**src/rtl/bxr_pkg.sv**
```systemverilog
package bxr_pkg;
   typedef enum logic {
      CTRL_ENDIR = 1'b0,
      CTRL_DUAL  = 1'b1
   } ctrl_style_e;
endpackage

```
**src/rtl/bxr_edge_store.sv**
```systemverilog
module bxr_edge_store #(
   parameter int W = 8
) (
   input  logic         clk,
   input  logic         rst_n,
   input  logic         strobe,
   input  logic [W-1:0] d,
   output logic [W-1:0] q
);
   logic strobe_d;
   logic rise;

   always_ff @(posedge clk or negedge rst_n) begin
      if (!rst_n) strobe_d <= 1'b0;
      else        strobe_d <= strobe;
   end

   assign rise = strobe & ~strobe_d;

   always_ff @(posedge clk or negedge rst_n) begin
      if (!rst_n)    q <= '0;
      else if (rise) q <= d;
   end
endmodule

```
**src/rtl/bxr_drive_ctl.sv**
```systemverilog
module bxr_drive_ctl #(
   parameter bxr_pkg::ctrl_style_e CTRL = bxr_pkg::CTRL_DUAL
) (
   input  logic rst_n,
   input  logic g_n,
   input  logic dir,
   input  logic en_ab,
   input  logic en_ba_n,
   output logic drv_a,
   output logic drv_b
);
   generate
      if (CTRL == bxr_pkg::CTRL_ENDIR) begin : g_endir
         logic ctl_unused;
         assign ctl_unused = en_ab ^ en_ba_n;
         assign drv_a = rst_n & ~g_n & ~dir;
         assign drv_b = rst_n & ~g_n &  dir;
      end else begin : g_dual
         logic ctl_unused;
         assign ctl_unused = g_n ^ dir;
         assign drv_a = rst_n & ~en_ba_n;
         assign drv_b = rst_n &  en_ab;
      end
   endgenerate
endmodule

```
**src/rtl/bxr_path.sv**
```systemverilog
module bxr_path #(
   parameter int W      = 8,
   parameter bit INVERT = 1'b0
) (
   input  logic         sel,
   input  logic         drive,
   input  logic [W-1:0] live,
   input  logic [W-1:0] stored,
   output logic [W-1:0] out,
   output logic [W-1:0] oe
);
   logic [W-1:0] pick;
   logic [W-1:0] polar;

   assign pick = sel ? stored : live;

   generate
      if (INVERT) begin : g_inv
         assign polar = ~pick;
      end else begin : g_pass
         assign polar = pick;
      end
   endgenerate

   assign out = drive ? polar : '0;
   assign oe  = {W{drive}};
endmodule

```
**src/rtl/bidir_xfer_reg.sv**
```systemverilog
module bidir_xfer_reg #(
   parameter int                   WIDTH  = 8,
   parameter bxr_pkg::ctrl_style_e CTRL   = bxr_pkg::CTRL_DUAL,
   parameter bit                   INVERT = 1'b0
) (
   input  logic             clk,
   input  logic             rst_n,
   input  logic [WIDTH-1:0] a_in,
   input  logic [WIDTH-1:0] b_in,
   output logic [WIDTH-1:0] a_out,
   output logic [WIDTH-1:0] a_oe,
   output logic [WIDTH-1:0] b_out,
   output logic [WIDTH-1:0] b_oe,
   input  logic             clk_ab,
   input  logic             clk_ba,
   input  logic             sel_ab,
   input  logic             sel_ba,
   input  logic             g_n,
   input  logic             dir,
   input  logic             en_ab,
   input  logic             en_ba_n
);
   generate
      if (WIDTH < 1) begin : g_bad_width
         $error("bidir_xfer_reg: WIDTH must be at least 1");
      end
   endgenerate

   logic             drv_a;
   logic             drv_b;
   logic [WIDTH-1:0] a_bus;
   logic [WIDTH-1:0] b_bus;
   logic [WIDTH-1:0] reg_a_q;
   logic [WIDTH-1:0] reg_b_q;

   // Resolved bus values: what the register sees on the pins.
   assign a_bus = drv_a ? a_out : a_in;
   assign b_bus = drv_b ? b_out : b_in;

   bxr_drive_ctl #(.CTRL(CTRL)) u_ctl (
      .rst_n   (rst_n),
      .g_n     (g_n),
      .dir     (dir),
      .en_ab   (en_ab),
      .en_ba_n (en_ba_n),
      .drv_a   (drv_a),
      .drv_b   (drv_b)
   );

   bxr_edge_store #(.W(WIDTH)) u_store_a (
      .clk    (clk),
      .rst_n  (rst_n),
      .strobe (clk_ab),
      .d      (a_bus),
      .q      (reg_a_q)
   );

   bxr_edge_store #(.W(WIDTH)) u_store_b (
      .clk    (clk),
      .rst_n  (rst_n),
      .strobe (clk_ba),
      .d      (b_bus),
      .q      (reg_b_q)
   );

   bxr_path #(.W(WIDTH), .INVERT(INVERT)) u_path_ab (
      .sel    (sel_ab),
      .drive  (drv_b),
      .live   (a_in),
      .stored (reg_a_q),
      .out    (b_out),
      .oe     (b_oe)
   );

   bxr_path #(.W(WIDTH), .INVERT(INVERT)) u_path_ba (
      .sel    (sel_ba),
      .drive  (drv_a),
      .live   (b_in),
      .stored (reg_b_q),
      .out    (a_out),
      .oe     (a_oe)
   );
endmodule

```
**config.mk**
```make
export PLATFORM = sky130hd
export DESIGN_NAME = bidir_xfer_reg
export DESIGN_NICKNAME = d
export VERILOG_FILES = /design/src/rtl/bxr_pkg.sv /design/src/rtl/bxr_edge_store.sv /design/src/rtl/bxr_drive_ctl.sv /design/src/rtl/bxr_path.sv /design/src/rtl/bidir_xfer_reg.sv
export SDC_FILE = /design/constraint.sdc
export NUM_CORES = 1
export LEC_CHECK = 0
export ABC_CLOCK_PERIOD_IN_PS = 1300
export BUFFER_PORTS_ARGS = -buffer_cell sky130_fd_sc_hd__clkbuf_2
export CAP_MARGIN = 25
export CORE_UTILIZATION = 38
export CTS_CLUSTER_DIAMETER = 80
export CTS_CLUSTER_SIZE = 30
export DETAILED_ROUTE_END_ITERATION = 6
export PLACE_DENSITY = 0.79
export SETUP_SLACK_MARGIN = 0.2
export SLEW_MARGIN = 20
export SYNTH_ARGS = -nofsm -noshare
export SYNTH_HDL_FRONTEND = slang
export SYNTH_SLANG_ARGS = --single-unit
```
**constraint.sdc**
```tcl
create_clock -name clk -period 1.3 [get_ports clk]
set_input_delay 0 -clock clk [delete_from_list [all_inputs] [get_ports clk]]
set_output_delay 0 -clock clk [all_outputs]
set_load 0.02 [all_outputs]
```
After elaboration in Yosys (flattened, before gate mapping)
Index checks and enable logic that the tools add are counted.
- logic and storage cells: 17
- register bits after elaboration: 18
- input port bits: 26
- output and inout port bits: 32
- muxes and demuxes: 6
- bitwise operators: 7
- operators with widths (operator ; count):
    $mux W8 ; 6
    $and A1 B1 Y1 ; 4
    $not A1 Y1 ; 3

Depth between registers and ports, before layout
Gate-level depths: netlist of the first run.
- depth in word-level cells: 4
- mapped depth: 5
- depth with buffers taken out: 4

By module
Synthesis of the first run repeated with hierarchy kept, for this count alone.
- cells, all modules: 108
- area, all modules: 1426.4 um2
- by module, submodules not included (module ; cells an instance ; instances ; seq. area each (um2) ; area each (um2)):
    bxr_edge_store ; 19 ; 2 ; 225.2 ; 370.4
    bxr_path ; 25 ; 2 ; 0.0 ; 201.4
    bidir_xfer_reg ; 18 ; 1 ; 0.0 ; 262.8
    bxr_drive_ctl ; 2 ; 1 ; 0.0 ; 20.0

Least setup slack after synthesis of the first run
No wires, ideal clock.
- path kind: register to register
- start: reg u_store_a.strobe_d
- end: reg u_store_a.q[6]
- data arrival time: 0.895 ns
- data required time: 1.179 ns
- stages on the path, launching flop included: 5
- setup time: 0.121 ns
- period minus slack after synthesis: 1.017 ns
- path buffers: 1
- slack: 0.283 ns
- path through: dfrtp_1 nor2b_4 buf_4 o21ai_1 o22a_1
- word-level cells in the longest chain between the ends: 2
- RTL lines (element ; RTL line ; text):
    start, declared ; bxr_edge_store.sv:10 ; logic strobe_d;
    start signal, assigned ; bxr_edge_store.sv:15 ; else strobe_d <= strobe;
    $not A1 Y1 ; bxr_edge_store.sv:18 ; assign rise = strobe & ~strobe_d;
    $and A1 B1 Y1 ; bxr_edge_store.sv:18 ;
    end signal, assigned ; bxr_edge_store.sv:21 ; if (!rst_n) q <= '0;
    end signal, assigned ; bxr_edge_store.sv:22 ; else if (rise) q <= d;
    end, declared ; bxr_edge_store.sv:8 ; output logic [W-1:0] q
Every way passes these cells.
A chain may end at the register's enable or synchronous reset.

Final worst setup path of the first run
- start: reg u_store_b.q[5]
- end: out a_out[5]
- word-level cells in the longest chain between the ends: 2
- RTL lines (element ; RTL line ; text):
    start, declared ; bxr_edge_store.sv:8 ;
    start signal, assigned ; bxr_edge_store.sv:21 ;
    start signal, assigned ; bxr_edge_store.sv:22 ;
    $mux W8 ; bxr_path.sv:15 ; assign pick = sel ? stored : live;
    $mux W8 ; bxr_path.sv:25 ; assign out = drive ? polar : '0;
    end, declared ; bidir_xfer_reg.sv:10 ; output logic [WIDTH-1:0] a_out,
Every way passes these cells.

==> metrics.md, run 1 <==
| Metric | Value |
|---|---|
| Cell Pwr Density | `955.7 nW/µm²` |
| Slowest CP cell | `dfrtp_1` |
| Final Skew | `0.003086 ns` |
| Area grow syn2layout | `38.45%` |
| Syn nets | `151` |
| Area contributors post-synth | `dfrtp_1 38%, mux2i_1 13%, o22a_1 12%` |
| CP Class | `reg2out` |
| Diode count | `0` |
| DRC errors left | `3` |
| WL per Instance | `14.53 µm` |
| Detailed placement HPWL | `2069 µm` |
| Port buffer count | `55` |
| Min-delay worst type | `in2reg` |
| Die span in y | `57.99 µm` |
| Clk sinks | `18` |
| Max Cap Violations | `0` |
| First-pass GRT wire length | `4547 µm` |
| Arr. time, crit path | `1.15 ns` |
| Share of the synthesized area in the top cell type | `37.82%` |
| Largest stage delay on the critical path | `0.40 ns` |
| Via Count | `1081` |
| Max clock buf depth | `2` |
| Mapped cell area | `1191 µm²` |
| Req. time, crit path | `1.30 ns` |
| Ports | `58` |
| Worst R2R Setup Slack | `0.22 ns` |
| Slew HR | `65.13%` |
| Row count | `19` |
| CTS tree | `done` |
| Post-Syn Instances | `125` |
| 1st-iter DRT viols | `32` |
| Share of post-route cells with drive strength above 1 | `48.92%` |
| Setup TNS | `0 ns` |
| WHS | `0.07110 ns` |
| Clock-pin slew on the worst setup and hold paths | `0.11 ns` |
| # H-tree levels | `1` |
| Maximum vdd ir drop | `505.1 µV` |
| Core area | `2853 µm²` |
| Final nets | `213` |
| TritonRoute pass-1 iters | `6` |
| Full die area | `3362 µm²` |
| Synthesized flop and latch total | `18` |
| Worst R2R End | `u_store_a.q[2]$_DFFE_PN0P_` |
| Crit start category | `flop` |
| Worst-case hold path end point | `u_store_a.q[3]$_DFFE_PN0P_` |
| Worst Hold Launch | `a_in[3]` |
| Worst R2R Path Depth | `4` |
| LEAKAGE | `0.8952 nW` |
| Fin crit share | `88.11%` |
| Remaining global-route overflow | `0` |
| CTS Buf Count | `3` |
| Final Wtd Congestion | `0.7993` |
| Number of vias per cell | `4.982` |
| Root Buffer | `clkbuf_4` |
| Vias in the first global route | `1015` |
| DRT antenna net count | `0` |
| Worst r2r src | `u_store_a.strobe_d$_DFF_PN0_` |
| CP Max Fanout | `2` |
| Status | `finished with violations` |
| Failing checks | `design-rule violations` |
| Hold path depth | `4` |
| Sequential area share after synthesis | `37.82%` |
| Total Routing Usage GR | `18.08%` |
| Initial Util | `41.75%` |
| Crit. End Element | `output port` |
| Endpoints failing setup | `0` |
| Tightest Pin Transition | `0.5230 ns` |
| Average size of a mapped cell | `9.529 µm²` |
| Tmin final | `1.145 ns` |
| Routed wire length | `3154 µm` |
| Fmax | `873.1 MHz` |
| Largest net degree at the start of global routing | `19` |
| Initial antenna violation count | `0` |
| Number of cells after detailed placement | `191` |
| Final hold viol count | `0` |
| Die Wd | `57.99 µm` |
| RSZ-0062 raised after global routing | `true` |
| Cell variety after synth | `15` |
| Clock latency on the worst-skew pair | `0.30 ns` |
| CP cell instances | `mux2i_1 > nor2_2 > clkbuf_8` |
| Post-route insts no fill | `217` |
| Yosys warns | `0` |
| Cell taking the most area after synthesis | `dfrtp_1` |
| Final Core Density | `57.81%` |
| Fin. max-slew vios | `0` |
[cells by family (layout without fill, tap and decap cells)]
logic type | count (synthesis) | count (layout) | synth area share (%)
buf+inv | 39 | 99 | 20.59
compound gates | 32 | 32 | 18.49
simple gates | 20 | 21 | 9.666
flops | 18 | 18 | 37.81
mux | 16 | 16 | 13.45
[report_power, final]
part	leakage (nW)	internal, mW	switching, mW	total [mW]
combinational	0.673	0.270	0.268	0.538
sequential	0.201	0.636	0.0456	0.681
clock	0.0210	0.171	0.186	0.357
total	0.895	1.08	0.499	1.58
[how the worst max path moves through the flow]
stage	start	endpoint	cells past startpoint
floorplan	u_store_a.strobe_d$_DFF_PN0_	u_store_a.q[6]$_DFFE_PN0P_	4
global placement	u_store_a.strobe_d$_DFF_PN0_	u_store_a.q[3]$_DFFE_PN0P_	3
detailed placement	u_store_a.strobe_d$_DFF_PN0_	u_store_a.q[4]$_DFFE_PN0P_	3
CTS	u_store_b.q[6]$_DFFE_PN0P_	a_out[6]	3
finish	u_store_b.q[5]$_DFFE_PN0P_	a_out[5]	3
global route	u_store_b.q[4]$_DFFE_PN0P_	a_out[4]	3
[per-layer routing]
| metal | track usage, % | routed length [µm] | vias up |
|---|---|---|---|
| met1 | 21.69 | 1331 | 510 |
| met5 | 0 | 0 | - |
| met2 | 30.71 | 1614 | 34 |
| li1 | - | - | 530 |
| met3 | 5.134 | 163 | 7 |
| met4 | 6.803 | 46 | 0 |
[placed cells by master, fill, tap and decap left out, types with 2 or more instances in the layout]
cell,count
buf_4,25
dlygate4sd3_1,3
nor2_2,6
o21ai_0,7
inv_1,16
clkbuf_8,2
nor2_1,10
mux2i_1,15
dfrtp_1,18
nor2b_4,3
buf_2,2
o21ai_1,9
clkbuf_4,3
o22a_1,16
buf_6,5
clkbuf_2,39
[critical path: cells and delay by family, from the launching register on]
family / cells / cell delay [ns]
DFF: 1 / 0.40
buffers and inverters: 1 / 0.17
muxes: 1 / 0.19
and+or+nand+nor: 1 / 0.07
[metrics by stage]
| stage | instance area [µm²] | worst slack, ns | total power, mW |
|---|---|---|---|
| 6_report | 1649 | 0.1546 | 1.576 |
| 5_1_grt | 1649 | 0.09435 | 1.667 |
| 4_1_cts | 1479 | 0.1467 | 1.495 |
| 3_5_place_dp | 1340 | 0.1524 | 1.106 |
| 3_3_place_gp | 1340 | 0.1757 | 1.093 |
| 2_1_floorplan | 1191 | 0.2835 | 1.003 |
[final cells by class]
cell class                      instances  area, µm²
Timing Repair Buffer                   77      538.0
Inverter                               18      72.57
Sequential cell                        18      450.4
Clock buffer                            4      36.28
Fill cell                             257       1204
Multi-Input combinational cell         69      513.0
Tap cell                               31      38.79
[timing repair]
action,CTS,global route
hold endpoints to repair,20,0
endpoints found under the setup margin,28,25
pin swaps,1,13
hold buffers,3,0
resized for setup,2,40
setup buffers,5,12
cloned,1,1
[cells in the mapped netlist, drive strengths merged]
cell type,number
inv,18
dfrtp,18
buf,21
mux2i,16
o21ai,16
nand2,1
nor2b,2
nand2b,1
o22a,16
nor2,16
[state kept, by name (all words and copies together), names as in the netlist]
name                flops
u_store_a.strobe_d      1
u_store_b.q             8
u_store_b.strobe_d      1
u_store_a.q             8
(Power assumes the default switching activity.)
==> inputs of run 2 (changes only) <==
- ABC_CLOCK_PERIOD_IN_PS: 1300 -> 930
- MAX_ROUTING_LAYER: unset -> met4
- PLACE_DENSITY: 0.79 -> 0.82
- clock period: 1.3 -> 0.93 ns (I/O delays scaled with it)
==> run 2 against run 1 <==
The run ends with design-rule violations, negative setup slack left. Utilization is 7.3 points higher. Critical path depth stayed put. Sequential share of layout area fell by 3.1 points. Design area grew 13%. Count of clock-buffer cells in the layout stayed put. Setup slack worse by 0.38 ns. Clock skew shrank 0.0016 ns. Critical path type unchanged. Critical endpoint is now b_out[2]. Largest power group unchanged.
==> metrics.md, run 2 (synthesis results as in run 1) <==
| Metric | Value |
|---|---|
| Clk sinks | `18 (unchanged)` |
| Remaining global-route overflow | `0 (unchanged)` |
| Clock latency on the worst-skew pair | `0.30 ns (about the same)` |
| Worst r2r src | `u_store_a.strobe_d$_DFF_PN0_` |
| Worst Hold Launch | `a_in[3]` |
| CP startpoint | `u_store_a.q[2]$_DFFE_PN0P_` |
| CP Max Fanout | `2 (unchanged)` |
| Area grow syn2layout | `55.99%` |
| Crit. End Element | `output port` |
| Diode count | `0 (unchanged)` |
| Slew HR | `79.48% (+14 points)` |
| TritonRoute pass-1 iters | `6 (unchanged)` |
| RSZ-0062 raised after global routing | `true` |
| Fin crit share | `123.9%` |
| DRC errors left | `6 (+3)` |
| Row count | `19 (unchanged)` |
| Final hold viol count | `0 (unchanged)` |
| Final Instance Area | `1858 µm² (+13%)` |
| Fin. max-slew vios | `0 (unchanged)` |
| Core area | `2853 µm² (unchanged)` |
| Crit start category | `flop` |
| Port buffer count | `55 (unchanged)` |
| CTS tree | `done` |
| Failing checks | `design-rule violations, negative setup slack` |
| Share of post-route cells with drive strength above 1 | `59.69% (+11 points)` |
| CP Class | `reg2out` |
| Initial antenna violation count | `0 (unchanged)` |
| Clock-pin slew on the worst setup and hold paths | `0.11 ns (about the same)` |
| CTS Buf Count | `3 (unchanged)` |
| Tightest Pin Transition | `0.3078 ns (-0.2151 ns)` |
| Final nets | `223 (+4.7%)` |
| Req. time, crit path | `0.93 ns (-0.37 ns)` |
| Tmin final | `1.152 ns` |
| Total Routing Usage GR | `21.37% (+3.3 points)` |
| Largest net degree at the start of global routing | `17 (-2)` |
| Most frequent cells in the layout | `38 x clkbuf_2, 25 x buf_4, 18 x dfrtp_1` |
| Max clock buf depth | `2 (unchanged)` |
| Detailed placement HPWL | `2279 µm (+10%)` |
| Root Buffer | `clkbuf_4` |
| Maximum vdd ir drop | `514.4 µV (+1.8%)` |
| Status | `finished with violations` |
| # H-tree levels | `1 (unchanged)` |
| Number of vias per cell | `5.084 (+2.1%)` |
| Fmax | `868.1 MHz` |
| 1st-iter DRT viols | `50 (+56%)` |
| Placed Area | `1448 µm² (+8.0%)` |
| Initial Util | `41.75% (unchanged)` |
| Final WS setup | `-0.2219 ns (-0.3765 ns)` |
| Endpoints failing setup | `32 (+32)` |
| Largest regs | `u_store_a.q (8), u_store_b.q (8)` |
| Max Cap Violations | `0 (unchanged)` |
| WL per Instance | `15.21 µm (+4.7%)` |
| Full die area | `3362 µm² (unchanged)` |
| Cell Pwr Density | `1257 nW/µm² (+32%)` |
| Die span in y | `57.99 µm (unchanged)` |
| First-pass GRT wire length | `5133 µm (+13%)` |
| Die Wd | `57.99 µm (unchanged)` |
| Vias in the first global route | `1125 (+11%)` |
| Final Skew | `0.001446 ns (-0.001640 ns)` |
| Most common cell after layout, fill and taps aside | `clkbuf_2` |
| LEAKAGE | `0.9699 nW (+8.3%)` |
| Total Power | `2.335 mW (+48%)` |
| Final Wtd Congestion | `0.7266 (-9.1%)` |
| Routed wire length | `3453 µm (+9.5%)` |
| Ports | `58 (unchanged)` |
| Via Count | `1154 (+6.8%)` |
| Arr. time, crit path | `1.15 ns (about the same)` |
| Min-delay worst type | `in2reg` |
| DRT antenna net count | `0 (unchanged)` |
[run 2: changes by cell type in the layout (fill, tap and decap cells not counted), moves of 2 or more]
cell	change
nor2_1	-6
buf_2	-2
mux2i_2	+2
o21ai_2	+8
buf_12	+3
nor2_2	+6
mux2i_1	-2
o21ai_0	-7
buf_6	+10
[run 2: worst max-delay path, cell delays in order, from the launching register on]
cell and delay (ns):
dfrtp_1 0.38, mux2i_1 0.09, nor2_1 0.20, buf_4 0.18
[run 2: worst paths after layout]
path	endpoint	cells past startpoint	slack [ns]
min	u_store_a.q[3]$_DFFE_PN0P_	4	0.07
max in group asynchronous	u_store_a.q[6]$_DFFE_PN0P_	3	0.46
min reg2reg	u_store_a.q[1]$_DFFE_PN0P_	1	0.52
min in group asynchronous	u_store_b.q[7]$_DFFE_PN0P_	3	0.27
max reg2reg	u_store_a.q[6]$_DFFE_PN0P_	5	-0.17
max	b_out[2]	3	-0.22
[run 2: power by group]
part / internal (mW) / switching [mW] / leakage [nW] / total [mW]
clock network: 0.239 / 0.269 / 0.0210 / 0.507
logic: 0.453 / 0.423 / 0.748 / 0.876
registers: 0.889 / 0.0632 / 0.201 / 0.952
total: 1.58 / 0.755 / 0.970 / 2.34
[run 2: metrics by stage]
step	worst slack [ns]	utilization, %	TNS [ns]	std cells	hold slack, ns
2_1_floorplan	-0.04899	-	-0.2203	125	-0.2956
3_3_place_gp	-0.1531	50.75	-2.065	200	-0.008245
3_5_place_dp	-0.1932	50.75	-2.469	200	-0.007329
4_1_cts	-0.1997	58.82	-4.424	216	0.07748
5_1_grt	-0.2662	65.13	-6.227	227	0.06477
6_report	-0.2219	65.13	-4.775	227	0.07273
[run 2: final cells by class]
type | instances | area, µm²
fill | 203 | 994.7
timing repair buffer | 87 | 691.9
clock buffer | 4 | 36.28
tap | 31 | 38.79
sequential | 18 | 450.4
multi-input combinational | 69 | 565.5
inverter | 18 | 75.07
[run 2: timing repair]
item | 4_1_cts | 5_1_grt
hold endpoints to repair | 20 | 0
endpoints found under the setup margin | 40 | 32
pin swaps | 12 | 15
setup buffers | 7 | 11
gates cloned | 2 | 0
hold buffers | 3 | 0
resized for setup | 27 | 47
[run 2: routing by layer]
metal | vias up | global-route usage (%) | part of all wire (%)
li1 | 546 | - | -
met1 | 555 | 25.18 | 42
met2 | 45 | 36.29 | 51
met3 | 8 | 3.125 | 5.5
met4 | 0 | 9.184 | 1.7
met5 | - | - | 0
==> inputs of run 3 (changes only) <==
- PLACE_DENSITY: 0.82 -> 0.79
- SYNTH_HIERARCHICAL: unset -> 1
==> run 3 against run 2 <==
Count of clock-buffer cells in the layout did not move. Clock skew is 0.0039 ns higher. Sequential share of layout area fell by 4.9 points. Highest routed layer unchanged. Sequential cell count is the same. Die area grew 19%. The flow finishes with violations (negative setup slack).
==> metrics.md, run 3 <==
| Metric | Value |
|---|---|
| Status | `finished with violations` |
| Failing checks | `negative setup slack` |
| LEAKAGE | `1.198 nW (+24%)` |
| Post-Syn Instances | `108 (-14%)` |
| Detailed placement HPWL | `2430 µm (+6.6%)` |
| Port buffer count | `55 (unchanged)` |
| Cell variety after synth | `8 (-7)` |
| Final Instance Area | `2325 µm² (+25%)` |
| Number of vias per cell | `4.779 (-6.0%)` |
| CTS tree | `done` |
| Most frequent cells in the layout | `33 x buf_4, 32 x mux2_4, 29 x clkbuf_2` |
| Clock-pin slew on the worst setup and hold paths | `0.07 ns (-0.04 ns)` |
| Synthesized flop and latch total | `18 (unchanged)` |
| Commonest cells in the netlist | `32 x mux2_4, 18 x dfrtp_1, 16 x buf_4, 16 x mux2i_1, 16 x nor2b_1` |
| Cell Pwr Density | `1207 nW/µm² (-4.0%)` |
| Max clock buf depth | `2 (unchanged)` |
| Final Skew | `0.005303 ns (+0.003857 ns)` |
| Crit. End Element | `flop` |
| Count leader, synth | `mux2_4` |
| Fmax | `753.9 MHz (-13%)` |
| CP most frequent cell | `mux2_4` |
| Sw Share | `27.81% (-4.5 points)` |
| Endpoints failing setup | `32 (unchanged)` |
| CP Max Fanout | `2 (unchanged)` |
| Syn nets | `134 (-11%)` |
| Largest regs | `u_store_a/q (8), u_store_b/q (8)` |
| Psw | `0.7804 mW (+3.4%)` |
| Post-route insts no fill | `235 (+3.5%)` |
| Req. time, crit path | `1.07 ns (+0.14 ns)` |
| Remaining global-route overflow | `0 (unchanged)` |
| # H-tree levels | `1 (unchanged)` |
| Combinational group share of total power | `42.4% (+4.9 points)` |
| 1st-iter DRT viols | `39 (-22%)` |
| Share of the synthesized area in the top cell type | `33.68% (-4.1 points)` |
| Slowest CP cell | `dfrtp_1` |
| Total Routing Usage GR | `19.49% (-1.9 points)` |
| Routed wire length | `3724 µm (+7.8%)` |
| Clock power frac | `22.6% (+0.9 points)` |
| Ports | `58 (unchanged)` |
| Die span in y | `63.27 µm (+9.1%)` |
| WP buf/inv | `0 (-1)` |
| Final Wtd Congestion | `0.7145 (-1.7%)` |
| First-pass GRT wire length | `5871 µm (+14%)` |
| Initial Util | `41.13% (-0.63 points)` |
| Final hold viol count | `0 (unchanged)` |
| Setup TNS | `-8.710 ns (-3.934 ns)` |
| Clock latency on the worst-skew pair | `0.25 ns (-0.05 ns)` |
| Mapped cell area | `1426 µm² (+20%)` |
| Row count | `21 (+2)` |
| Cell taking the most area after synthesis | `mux2_4` |
| Maximum vdd ir drop | `527.8 µV (+2.6%)` |
| P_int | `2.025 mW (+28%)` |
| Root Buffer | `clkbuf_8` |
| Largest net degree at the start of global routing | `17 (unchanged)` |
| Die Wd | `63.27 µm (+9.1%)` |
| Tightest Pin Transition | `0.2126 ns (-0.09520 ns)` |
| Setup Slack @ Placement | `-0.3438 ns (-0.1505 ns)` |
| Share of post-route cells with drive strength above 1 | `80.42% (+21 points)` |
| Tmin final | `1.326 ns (+0.1745 ns)` |
| Crit path max-delay family | `multiplexers` |
| Min-delay worst type | `in2reg` |
| Largest stage delay on the critical path | `0.39 ns (about the same)` |
| Clk sinks | `18 (unchanged)` |
| DRT antenna net count | `0 (unchanged)` |
| Sequential area share after synthesis | `31.58% (-6.2 points)` |
| EDFF count, synth | `0 (unchanged)` |
| Max Cap Violations | `0 (unchanged)` |
| Initial antenna violation count | `0 (unchanged)` |
| RSZ-0062 raised after global routing | `true` |
| CTS Buf Count | `3 (unchanged)` |
| Arr. time, crit path | `1.46 ns (+0.31 ns)` |
| Total Power | `2.806 mW (+20%)` |
| Via Count | `1123 (-2.7%)` |
| Fin crit share | `142.6% (+19 points)` |
| Most common cell after layout, fill and taps aside | `buf_4` |
| Fin. max-slew vios | `0 (unchanged)` |
| Crit start category | `flop` |
| Average size of a mapped cell | `13.21 µm² (+39%)` |
| Full die area | `4002 µm² (+19%)` |
| Diode count | `0 (unchanged)` |
| CP cell instances | `mux2i_1 > nor2b_2 > mux2_4 > mux2_4` |
| WHS | `0.1263 ns (+0.05355 ns)` |
| Core area | `3468 µm² (+22%)` |
| Final Core Density | `67.03% (+1.9 points)` |
| Placed Area | `1877 µm² (+30%)` |
| Slew HR | `85.42% (+5.9 points)` |
| Number of cells after detailed placement | `214 (+7.0%)` |
| TritonRoute pass-1 iters | `4 (-2)` |
| Area contributors post-synth | `mux2_4 34%, dfrtp_1 32%, mux2i_1 11%` |
| Synth Flop Type | `dfrtp_1` |
| Fraction of registers with async set or reset after synthesis | `100.0% (unchanged)` |
| Yosys warns | `6 (+6)` |
| WL per Instance | `15.85 µm (+4.2%)` |
| # fillers | `244 (+20%)` |
| DRC errors left | `0 (-6)` |
| CP Class | `reg2reg` |
| Final nets | `216 (-3.1%)` |
| Final WS setup | `-0.3964 ns (-0.1745 ns)` |
| Sequential power share | `35.0% (-5.8 points)` |
| Vias in the first global route | `1267 (+13%)` |
| Area grow syn2layout | `62.98%` |
-- run 3: changes by cell type after synthesis, moves of 2 or more --
cell	before	now
o22a_1	16	0
nor2b_1	0	16
nor2_1	10	0
o21ai_0	13	0
nor2_2	6	0
inv_1	16	0
buf_6	4	6
o21ai_1	3	0
mux2_4	0	32
-- run 3: power groups by stage --
| stage | Clock [mW] | Combinational [mW] | Sequential [mW] |
|---|---|---|---|
| floorplan | 0 | 0.643 | 0.965 |
| global placement | 0 | 0.880 | 0.982 |
| detailed placement | 0 | 0.905 | 0.987 |
| CTS | 0.654 | 1.08 | 0.975 |
| global route | 0.700 | 1.25 | 0.993 |
| finish | 0.633 | 1.19 | 0.983 |
-- run 3: cell families (layout without fill, tap and decap cells) --
| group | Yosys count | count (layout) | synth area share (%) |
|---|---|---|---|
| buf+inv | 22 | 103 | 13.16 |
| flops | 18 | 18 | 31.58 |
| mux | 48 | 48 | 44.91 |
| simple gates | 20 | 20 | 10.35 |
-- run 3: worst register-to-register path: cells and delay by family, from the launching register on --
| family | cells | cell delay, ns |
|---|---|---|
| flip-flops | 1 | 0.39 |
| AND/OR/NAND/NOR | 1 | 0.09 |
| multiplexers | 3 | 0.72 |
-- run 3: cell type report --
class / count / area (µm²) / share of cell area [%]
multi-input combinational: 68 / 832.0 / 35.79
sequential: 18 / 450.4 / 19.38
timing repair buffer: 99 / 929.6 / 39.99
tap: 46 / 57.56 / 2.476
clock buffer: 4 / 55.05 / 2.368
-- run 3: path summary, 6_finish.rpt --
kind                                                  from                    endpoint  slack (ns)  depth (start not counted)
worst max-delay path            u_store_b/q[2]$_DFFE_PN0P_  u_store_a/q[2]$_DFFE_PN0P_       -0.40                          4
worst max register to register  u_store_b/q[2]$_DFFE_PN0P_  u_store_a/q[2]$_DFFE_PN0P_       -0.40                          4
worst min-delay path                               b_in[7]  u_store_b/q[7]$_DFFE_PN0P_        0.13                          3
min in group asynchronous                            rst_n  u_store_a/q[0]$_DFFE_PN0P_        0.25                          3
worst min register to register  u_store_b/q[0]$_DFFE_PN0P_  u_store_b/q[0]$_DFFE_PN0P_        0.52                          1
max in group asynchronous                            rst_n  u_store_a/q[7]$_DFFE_PN0P_        0.53                          3
-- run 3: per-layer routing --
metal | up-vias | GRT usage, % | wire [µm]
li1 | 515 | - | -
met1 | 559 | 21.30 | 1445
met2 | 39 | 34.68 | 2034
met3 | 10 | 3.986 | 155
met4 | 0 | 7.102 | 87
met5 | - | - | 0
-- run 3: what timing repair did --
action | in CTS | in global routing
hold buffers | 3 | 0
hold endpoints to repair | 20 | 0
resized for setup | 38 | 44
buffers inserted | 10 | 4
endpoints found under the setup margin | 40 | 40
